$ cat src/rtl/slc_pkg.sv
package slc_pkg;

    // Direction of the one-way channel, fixed at build time
    typedef enum logic {
        DIR_FROM_ACC = 1'b0,
        DIR_TO_ACC   = 1'b1
    } slc_dir_e;

    // Registered state of the processor-side port
    typedef struct packed {
        logic carry;
    } slc_cpu_st_t;

endpackage

$ cat src/rtl/slc_fifo.sv
module slc_fifo #(
    parameter int W     = 33,
    parameter int DEPTH = 4,
    localparam int CW   = $clog2(DEPTH + 1)
) (
    input  logic          clk,
    input  logic          rst,
    input  logic          push,
    input  logic [W-1:0]  push_word,
    input  logic          pop,
    output logic [W-1:0]  head,
    output logic [CW-1:0] occ,
    output logic          full,
    output logic          empty
);

    typedef struct packed {
        logic [DEPTH-1:0][W-1:0] slot;
        logic [CW-1:0]           cnt;
    } fifo_st_t;

    fifo_st_t st_d, st_q;
    logic [CW-1:0] wr_idx;

    always_comb begin
        st_d   = st_q;
        wr_idx = pop ? st_q.cnt - CW'(1) : st_q.cnt;
        if (pop) begin
            for (int i = 0; i < DEPTH - 1; i++) begin
                st_d.slot[i] = st_q.slot[i+1];
            end
            st_d.slot[DEPTH-1] = '0;
        end
        for (int i = 0; i < DEPTH; i++) begin
            if (push && (CW'(i) == wr_idx)) begin
                st_d.slot[i] = push_word;
            end
        end
        st_d.cnt = st_q.cnt + CW'(push) - CW'(pop);
    end

    always_ff @(posedge clk) begin
        if (rst) begin
            st_q <= '0;
        end else begin
            st_q <= st_d;
        end
    end

    assign head  = st_q.slot[0];
    assign occ   = st_q.cnt;
    assign full  = (st_q.cnt == CW'(DEPTH));
    assign empty = (st_q.cnt == '0);

endmodule

$ cat src/rtl/slc_cpu_port.sv
module slc_cpu_port
    import slc_pkg::*;
(
    input  logic clk,
    input  logic rst,
    input  logic req,
    input  logic blocking,
    input  logic can,
    output logic stall,
    output logic ok,
    output logic carry
);

    slc_cpu_st_t st_d, st_q;
    logic done;

    always_comb begin
        stall = !rst && req && blocking && !can;
        ok    = !rst && req && can;
        done  = !rst && req && !stall;
        st_d  = st_q;
        if (done) begin
            st_d.carry = !can;
        end
    end

    always_ff @(posedge clk) begin
        if (rst) begin
            st_q <= '0;
        end else begin
            st_q <= st_d;
        end
    end

    assign carry = st_q.carry;

endmodule

$ cat src/rtl/strm_link_chan.sv
module strm_link_chan
    import slc_pkg::*;
#(
    parameter slc_dir_e DIR    = DIR_TO_ACC,
    parameter int       DATA_W = 32,
    parameter int       DEPTH  = 4,
    localparam int      WORD_W = DATA_W + 1,
    localparam int      CW     = $clog2(DEPTH + 1)
) (
    input  logic              clk,
    input  logic              rst,
    input  logic              cpu_req,
    input  logic              cpu_blocking,
    input  logic [DATA_W-1:0] cpu_wdata,
    input  logic              cpu_wtag,
    output logic [DATA_W-1:0] cpu_rdata,
    output logic              cpu_rtag,
    output logic              cpu_stall,
    output logic              cpu_ok,
    output logic              cpu_carry,
    input  logic              acc_in_valid,
    output logic              acc_in_ready,
    input  logic [DATA_W-1:0] acc_in_data,
    input  logic              acc_in_tag,
    output logic              acc_out_valid,
    input  logic              acc_out_ready,
    output logic [DATA_W-1:0] acc_out_data,
    output logic              acc_out_tag
);

    logic              push, pop, can;
    logic              full, empty;
    logic [WORD_W-1:0] push_word, head;
    logic [CW-1:0]     occ;

    slc_fifo #(.W(WORD_W), .DEPTH(DEPTH)) u_fifo (
        .clk       (clk),
        .rst       (rst),
        .push      (push),
        .push_word (push_word),
        .pop       (pop),
        .head      (head),
        .occ       (occ),
        .full      (full),
        .empty     (empty)
    );

    slc_cpu_port u_cpu (
        .clk      (clk),
        .rst      (rst),
        .req      (cpu_req),
        .blocking (cpu_blocking),
        .can      (can),
        .stall    (cpu_stall),
        .ok       (cpu_ok),
        .carry    (cpu_carry)
    );

    generate
        if (DIR == DIR_TO_ACC) begin : g_to_acc
            logic unused_in;
            assign unused_in     = ^{acc_in_valid, acc_in_data, acc_in_tag};
            assign acc_out_valid = !empty;
            assign pop           = acc_out_valid && acc_out_ready;
            assign can           = !full || pop;
            assign push          = cpu_ok;
            assign push_word     = {cpu_wtag, cpu_wdata};
            assign acc_out_data  = head[DATA_W-1:0];
            assign acc_out_tag   = head[DATA_W];
            assign cpu_rdata     = '0;
            assign cpu_rtag      = 1'b0;
            assign acc_in_ready  = 1'b0;
        end else begin : g_from_acc
            logic unused_in;
            assign unused_in     = ^{acc_out_ready, cpu_wdata, cpu_wtag};
            assign can           = !empty;
            assign pop           = cpu_ok;
            assign acc_in_ready  = !rst && (!full || pop);
            assign push          = acc_in_valid && acc_in_ready;
            assign push_word     = {acc_in_tag, acc_in_data};
            assign cpu_rdata     = head[DATA_W-1:0];
            assign cpu_rtag      = head[DATA_W];
            assign acc_out_valid = 1'b0;
            assign acc_out_data  = '0;
            assign acc_out_tag   = 1'b0;
        end
    endgenerate

endmodule

$ cat config.mk
export PLATFORM = sky130hd
export DESIGN_NAME = strm_link_chan
export DESIGN_NICKNAME = d
export VERILOG_FILES = /design/src/rtl/slc_pkg.sv /design/src/rtl/slc_fifo.sv /design/src/rtl/slc_cpu_port.sv /design/src/rtl/strm_link_chan.sv
export SDC_FILE = /design/constraint.sdc
export NUM_CORES = 1
export LEC_CHECK = 0
export ABC_AREA = 1
export BUFFER_PORTS_ARGS = -buffer_cell sky130_fd_sc_hd__buf_2
export CAP_MARGIN = 10
export CORE_UTILIZATION = 50
export DETAILED_ROUTE_END_ITERATION = 16
export PLACE_DENSITY = 0.74
export SLEW_MARGIN = 15
export SYNTH_ARGS = -nofsm -noshare
export SYNTH_HDL_FRONTEND = slang
export SYNTH_SLANG_ARGS = --single-unit
$ cat constraint.sdc
create_clock -name clk -period 4 [get_ports clk]
set_input_delay 0.6 -clock clk [delete_from_list [all_inputs] [get_ports clk]]
set_output_delay 0.6 -clock clk [all_outputs]
set_load 0.02 [all_outputs]
==> metrics.yaml, run 1 <==
run_status:
  outcome: "finished, final reports clean"
cells_and_area:
  final_common_cell: "nand2_1"
  final_layout_size_suffix_gt1_share_pct: 11.8
  final_nets: 1134
  final_cell_count_no_fill: 1247
  antennaDiodeCount: 0
  layout_common_cells: "nand2_1 (312), nand3_1 (268), dfxtp_1 (136)"
  area_delta_synth_final_pct: 7.43
clock_tree:
  tritoncts: "done"
  clk_transition_reported_paths_ps: 50
  cts_made_buffers: 17
  cts_max_path_buffers: 2
  ctsHtreeMaxLevel: 4
  root_buffer: "clkbuf_16"
  post_cts.resized_instances: 0
  post_cts_hold_buffer_count: 0
  cts_setup_buffers: 0
  clkLatencyLatePin_ps: 420
  cts_num_sinks: 136
floorplanning:
  core_area_sq_um: 13900
  row_count: 43
  die-height_microns: 122
  die_area_sq_um: 14800
  start_util_pct: 51.4
  boundary_pin_count: 143
  chipWidth_microns: 122
yosys:
  synth_top_area_share_pct: 38.0
  cell_area_synth_sq_um: 7160
  synth_cell_type_count: 23
  synth_top_cells_by_area: "dfxtp_1 (38%), nand3_1 (19%), nand2_1 (17%), a21oi_1 (9.4%), buf_4 (7.7%)"
  syn_area_per_cell_sq_um: 6.65
  synthesis_warnings: 0
  synth.ff_latch_count: 136
  seq_total_area_yosys_pct: 38.0
  synthDominantAreaCellType: "dfxtp_1"
  synth_cells: 1076
sta:
  slew_viol_final: 0
  finalClockSkew_ps: 7.54
  max_freq_mhz: 322
  max-slew-margin-rel_pct: 25.8
  min_period_over_period_pct: 77.7
  setup_viol_count_final: 0
  finalHoldViolations: 0
  slew_at_the_pin_with_the_worst_max_slew_slack_ps: 1110
  period_needed_ps: 3110
  timing.setup.tns_ps: 0
  rsz0062_at_grt: "no"
power_and_ir_drop:
  sw_frac_of_total_pct: 42.6
  power-per-cell-area_nw_per_um2: 697
  combinationalPowerShare_pct: 39.8
  power_frac_clock_pct: 28.1
  power.sequential.fraction_pct: 32.1
  internal_power_mw: 3.08
  power_switching_mw: 2.28
  vdd.ir_drop.worst_uv: 404
  cellLeakagePower_nw: 3.38
place:
  dp_hpwl_microns: 9880
  gp_congestion: 0.733
  port-buffer-count: 74
  placedCellCount: 1218
critical_path:
  cp_slowest_cell: "buf_4"
  crit_path_end_kind: "flip-flop"
  path_cells: "inv_1 > ha_1 > nand2_2 > nand2_4 > nand2_1 > nand2_1 > nor2_4 > nand2_2 > buf_4 > nand2_1 > nand2_1 > a21oi_1"
  timing.critical_path.fanout_max: 44
  path_common_cell: "nand2_1"
  timing.critical_path.max_delay_family: "simple AND/OR/NAND/NOR gates"
  setup.worst_path.class: "flip-flop to flip-flop"
  data_required_time_of_the_critical_path_ps: 4340
  cp.arrival_ps: 3450
  critical_path.n_buffers_inverters: 2
  cp_slowest_stage_delay_ps: 430
  startpoint_type: "flip-flop"
worst_hold_path:
  worst_hold_path_type: "flip-flop to flip-flop"
global_route:
  number_of_global_route_vias_before_repair: 5770
  grt_overflow_total: 0
  antenna_found_initial: 0
  grt_max_degree: 104
  grt_pass1_wl_microns: 29000
  grtUsageTotal_pct: 24.8
job:
  timing.max_cap.violations: 0
routing:
  route.detailed.drc: 0
  drt_wl_total_microns: 17800
  wl_met2_microns: 7520
  initialDrtViolationCount: 762
  detail_route.wl_per_cell_microns: 14.3
  detail-route-antenna-nets: 0
  wl_met1_microns: 8760
  detailedRoute.firstPassIterationCount: 7
  highest-signal-layer: "met4"
  via_count: 6662
  dr_wl_met3_microns: 1350
  vias_per_cell: 5.34
==> Yosys cell counts (all sizes together) <==
cell	instances
o21ai	1
a21oi	136
nand3	268
nand2	317
inv	44
nor4	1
clkbuf	42
o21bai	1
conb	1
buf	116
ha	4
nor2	6
or2	1
xor2	1
dfxtp	136
fa	1
==> routing by layer <==
metal  up-vias  global-route usage (%)
met5         -                       0
met4         0                    6.48
met3        15                    5.38
met2       250                    36.2
met1      3016                    36.5
li1       3381                       -
==> cell type report <==
cell class / count / area (sq um)
fill: 1416 / 6240
multi-input combinational: 771 / 3530
sequential: 136 / 2720
clock buffer: 27 / 533
timing repair buffer: 87 / 483
tap: 180 / 225
inverter: 44 / 165
clock inverter: 2 / 35.0
==> logic make-up (layout without fill, tap and decap cells) <==
family / Yosys count / count (layout) / synth area share [%]
other: 1 / 34 / 0.0524
adders and majority gates: 5 / 5 / 0.979
buffers and inverters: 202 / 160 / 15.1
xor gates and xnor gates: 1 / 1 / 0.122
AOI/OAI and AO/OA: 138 / 138 / 9.73
and+or+nand+nor: 593 / 593 / 36.0
DFF: 136 / 136 / 38.0
==> registers in the layout, indices dropped and copies added, names as in the netlist <==
register / cells
u_fifo.occ: 3
u_cpu.carry: 1
u_fifo.st_q: 99
u_fifo.head: 33
==> power by group through the flow <==
stage	Clock (mW)	Combinational (mW)	Sequential (mW)
2_1_floorplan	0	1.75	1.73
4_1_cts	1.52	2.12	1.72
6_report	1.51	2.13	1.72
3_3_place_gp	0	2.09	1.73
3_5_place_dp	0	2.11	1.75
5_1_grt	1.57	2.36	1.75
==> final timing paths <==
path                       from              to  slack, ps  cells past startpoint
setup / recovery  u_fifo.occ[0]  u_fifo.head[8]        890                     12
hold / removal      u_cpu.carry     u_cpu.carry        460                      2
setup reg to reg  u_fifo.occ[0]  u_fifo.head[8]        890                     12
hold reg to reg     u_cpu.carry     u_cpu.carry        460                      2
==> through the flow <==
stage	setup WS (ps)	instance area (sq um)	hold WS [ps]	utilization, %	power [mW]
after floorplan	1330	7280	460	-	3.47
after global placement	1000	7120	454	51.1	3.83
after detailed placement	981	7120	463	51.1	3.86
after CTS	934	7690	456	55.2	5.36
after global routing	661	7690	471	55.2	5.69
final	892	7690	463	55.2	5.36
==> worst reg2reg max path, stage by stage (launching register included) <==
cell and delay, ps:
dfxtp_1 390, inv_1 110, ha_1 270, nand2_2 150
nand2_4 240, nand2_1 130, nand2_1 90, nor2_4 400
nand2_2 420, buf_4 440, nand2_1 140, nand2_1 100
a21oi_1 150
(Power assumes the default switching activity.)
==> run 2: changes to the inputs <==
- PLACE_DENSITY: 0.74 -> 0.76
- clock period: 4 -> 2.71 ns (I/O delays scaled with it)
==> run 2 against run 1 <==
Clock power up 66%. Worst setup slack lost 650 ps. Sequential share of layout area is 0.71 points lower. Critical path type unchanged. Via count is 0.11% higher. Clock skew is 1.9 ps lower. Maximum frequency grew 26%. Combinational power up 51%. Highest routed layer unchanged.
==> metrics.yaml, run 2 (synthesis gave the netlist of run 1 again) <==
job:
  timing.max_cap.violations: 0
sta:
  finalHoldViolations: 0
  period_needed_ps: 2460
  timing.final.ws_setup_ps: 245
  finalClockSkew_ps: 5.62
  timing.setup.tns_ps: 0
  rsz0062_at_grt: "no"
  max_freq_mhz: 406
  min_period_over_period_pct: 91.0
  slew_viol_final: 0
  slew_at_the_pin_with_the_worst_max_slew_slack_ps: 826
  setup_viol_count_final: 0
  max-slew-margin-rel_pct: 44.9
routing:
  drt_wl_total_microns: 17800
  via_count: 6669
  detailedRoute.firstPassIterationCount: 5
  initialDrtViolationCount: 843
  vias_per_cell: 5.29
  detail_route.wl_per_cell_microns: 14.1
  route.detailed.drc: 0
  detail-route-antenna-nets: 0
critical_path:
  critical_path.startpoint: "u_fifo.occ[1]"
  reg2reg_depth: 11
  data_required_time_of_the_critical_path_ps: 2990
  crit_path_end_kind: "flip-flop"
  reg2reg_from: "u_fifo.occ[1]"
  timing.rr.end: "u_fifo.st_q[92]"
  ff2ff_setup_slack_ps: 250
  setup.worst_path.class: "flip-flop to flip-flop"
  cp.arrival_ps: 2740
  timing.critical_path.fanout_max: 66
  startpoint_type: "flip-flop"
floorplanning:
  core_area_sq_um: 13900
  chipWidth_microns: 122
  boundary_pin_count: 143
  row_count: 43
  start_util_pct: 51.4
  die_area_sq_um: 14800
  die-height_microns: 122
cells_and_area:
  final_cell_count_no_fill: 1261
  multiInputGateArea_sq_um: 3530
  area_delta_synth_final_pct: 9.63
  layout_common_cells: "nand2_1 (312), nand3_1 (268), dfxtp_1 (136)"
  final_nets: 1145
  antennaDiodeCount: 0
  largest_reg_flops: 99
  seq_area_sq_um: 2720
  final_layout_size_suffix_gt1_share_pct: 13.0
  largest_register: "u_fifo.st_q"
  final_common_cell: "nand2_1"
  num-fill-cells: 1422
clock_tree:
  post_cts_hold_buffer_count: 0
  cts_max_path_buffers: 2
  tritoncts: "done"
  cts_made_buffers: 17
  cts_num_sinks: 136
  post_cts.resized_instances: 0
  ctsHtreeMaxLevel: 4
  cts_setup_buffers: 0
  root_buffer: "clkbuf_16"
  clk_transition_reported_paths_ps: 60
  clkLatencyLatePin_ps: 430
worst_hold_path:
  worst_hold_path_type: "input port to flip-flop"
  hold-path-cell-count: 3
  hp-start: "cpu_wdata[25]"
  worst_hold_path.endpoint: "u_fifo.st_q[127]"
place:
  dp_slack_ps: 337
  gp_congestion: 0.809
  placedCellCount: 1229
  port-buffer-count: 74
  dp_hpwl_microns: 10800
power_and_ir_drop:
  vdd.ir_drop.worst_uv: 626
  power-per-cell-area_nw_per_um2: 1050
  cellLeakagePower_nw: 3.46
global_route:
  number_of_global_route_vias_before_repair: 5617
  grt_max_degree: 80
  grtUsageTotal_pct: 24.9
  grt_overflow_total: 0
  grt_pass1_wl_microns: 29000
  antenna_found_initial: 0
run_status:
  outcome: "finished, final reports clean"
==> run 2: through the flow <==
step	instance area (sq um)	total power, mW	utilization, %	hold slack (ps)
floorplan	7280	5.12	-	460
global placement	7210	5.70	51.7	454
detailed placement	7210	5.76	51.7	462
CTS	7850	8.26	56.3	248
global route	7850	8.76	56.3	262
finish	7850	8.26	56.3	257
==> run 2: metal layers <==
metal  part of all wire (%)  global-route usage [%]  wire, microns
met5                      0                       0              0
met4                    1.0                    7.56            185
met3                    8.3                    5.81           1470
met2                     42                    33.2           7410
met1                     49                    38.6           8700
==> run 2: power breakdown <==
| group | switching [mW] | internal [mW] | total (mW) | leakage (nW) |
|---|---|---|---|---|
| logic | 2.35 | 0.866 | 3.22 | 2.05 |
| registers | 0.184 | 2.36 | 2.54 | 1.10 |
| clock network | 0.842 | 1.66 | 2.50 | 0.313 |
| total | 3.38 | 4.88 | 8.26 | 3.46 |
==> run 2: how the worst max path moves through the flow <==
| stage | endpoint | slack [ps] | cells after the start |
|---|---|---|---|
| floorplan | u_fifo.occ[2] | 40 | 13 |
| global placement | u_fifo.st_q[92] | 340 | 11 |
| detailed placement | u_fifo.st_q[92] | 340 | 11 |
| CTS | u_fifo.occ[2] | 280 | 12 |
| global route | u_fifo.st_q[92] | 40 | 11 |
| finish | u_fifo.st_q[92] | 250 | 11 |
==> run 2: cell type report <==
cell class / count / share of cell area, %
Clock buffer: 25 / 6.44
Clock inverter: 7 / 1.75
Inverter: 44 / 2.10
Multi-Input combinational cell: 771 / 44.9
Sequential cell: 136 / 34.7
Tap cell: 180 / 2.87
Timing Repair Buffer: 98 / 7.20
==> run 2: worst max-delay path: stages, from the launching register on <==
cell and delay [ps]:
dfxtp_1 410, inv_1 120, ha_1 260, a21oi_4 240
nand2_1 70, nand2_1 180, nor2_4 70, nand2_2 50
buf_4 540, nand2_1 200, nand2_1 110, a21oi_1 60
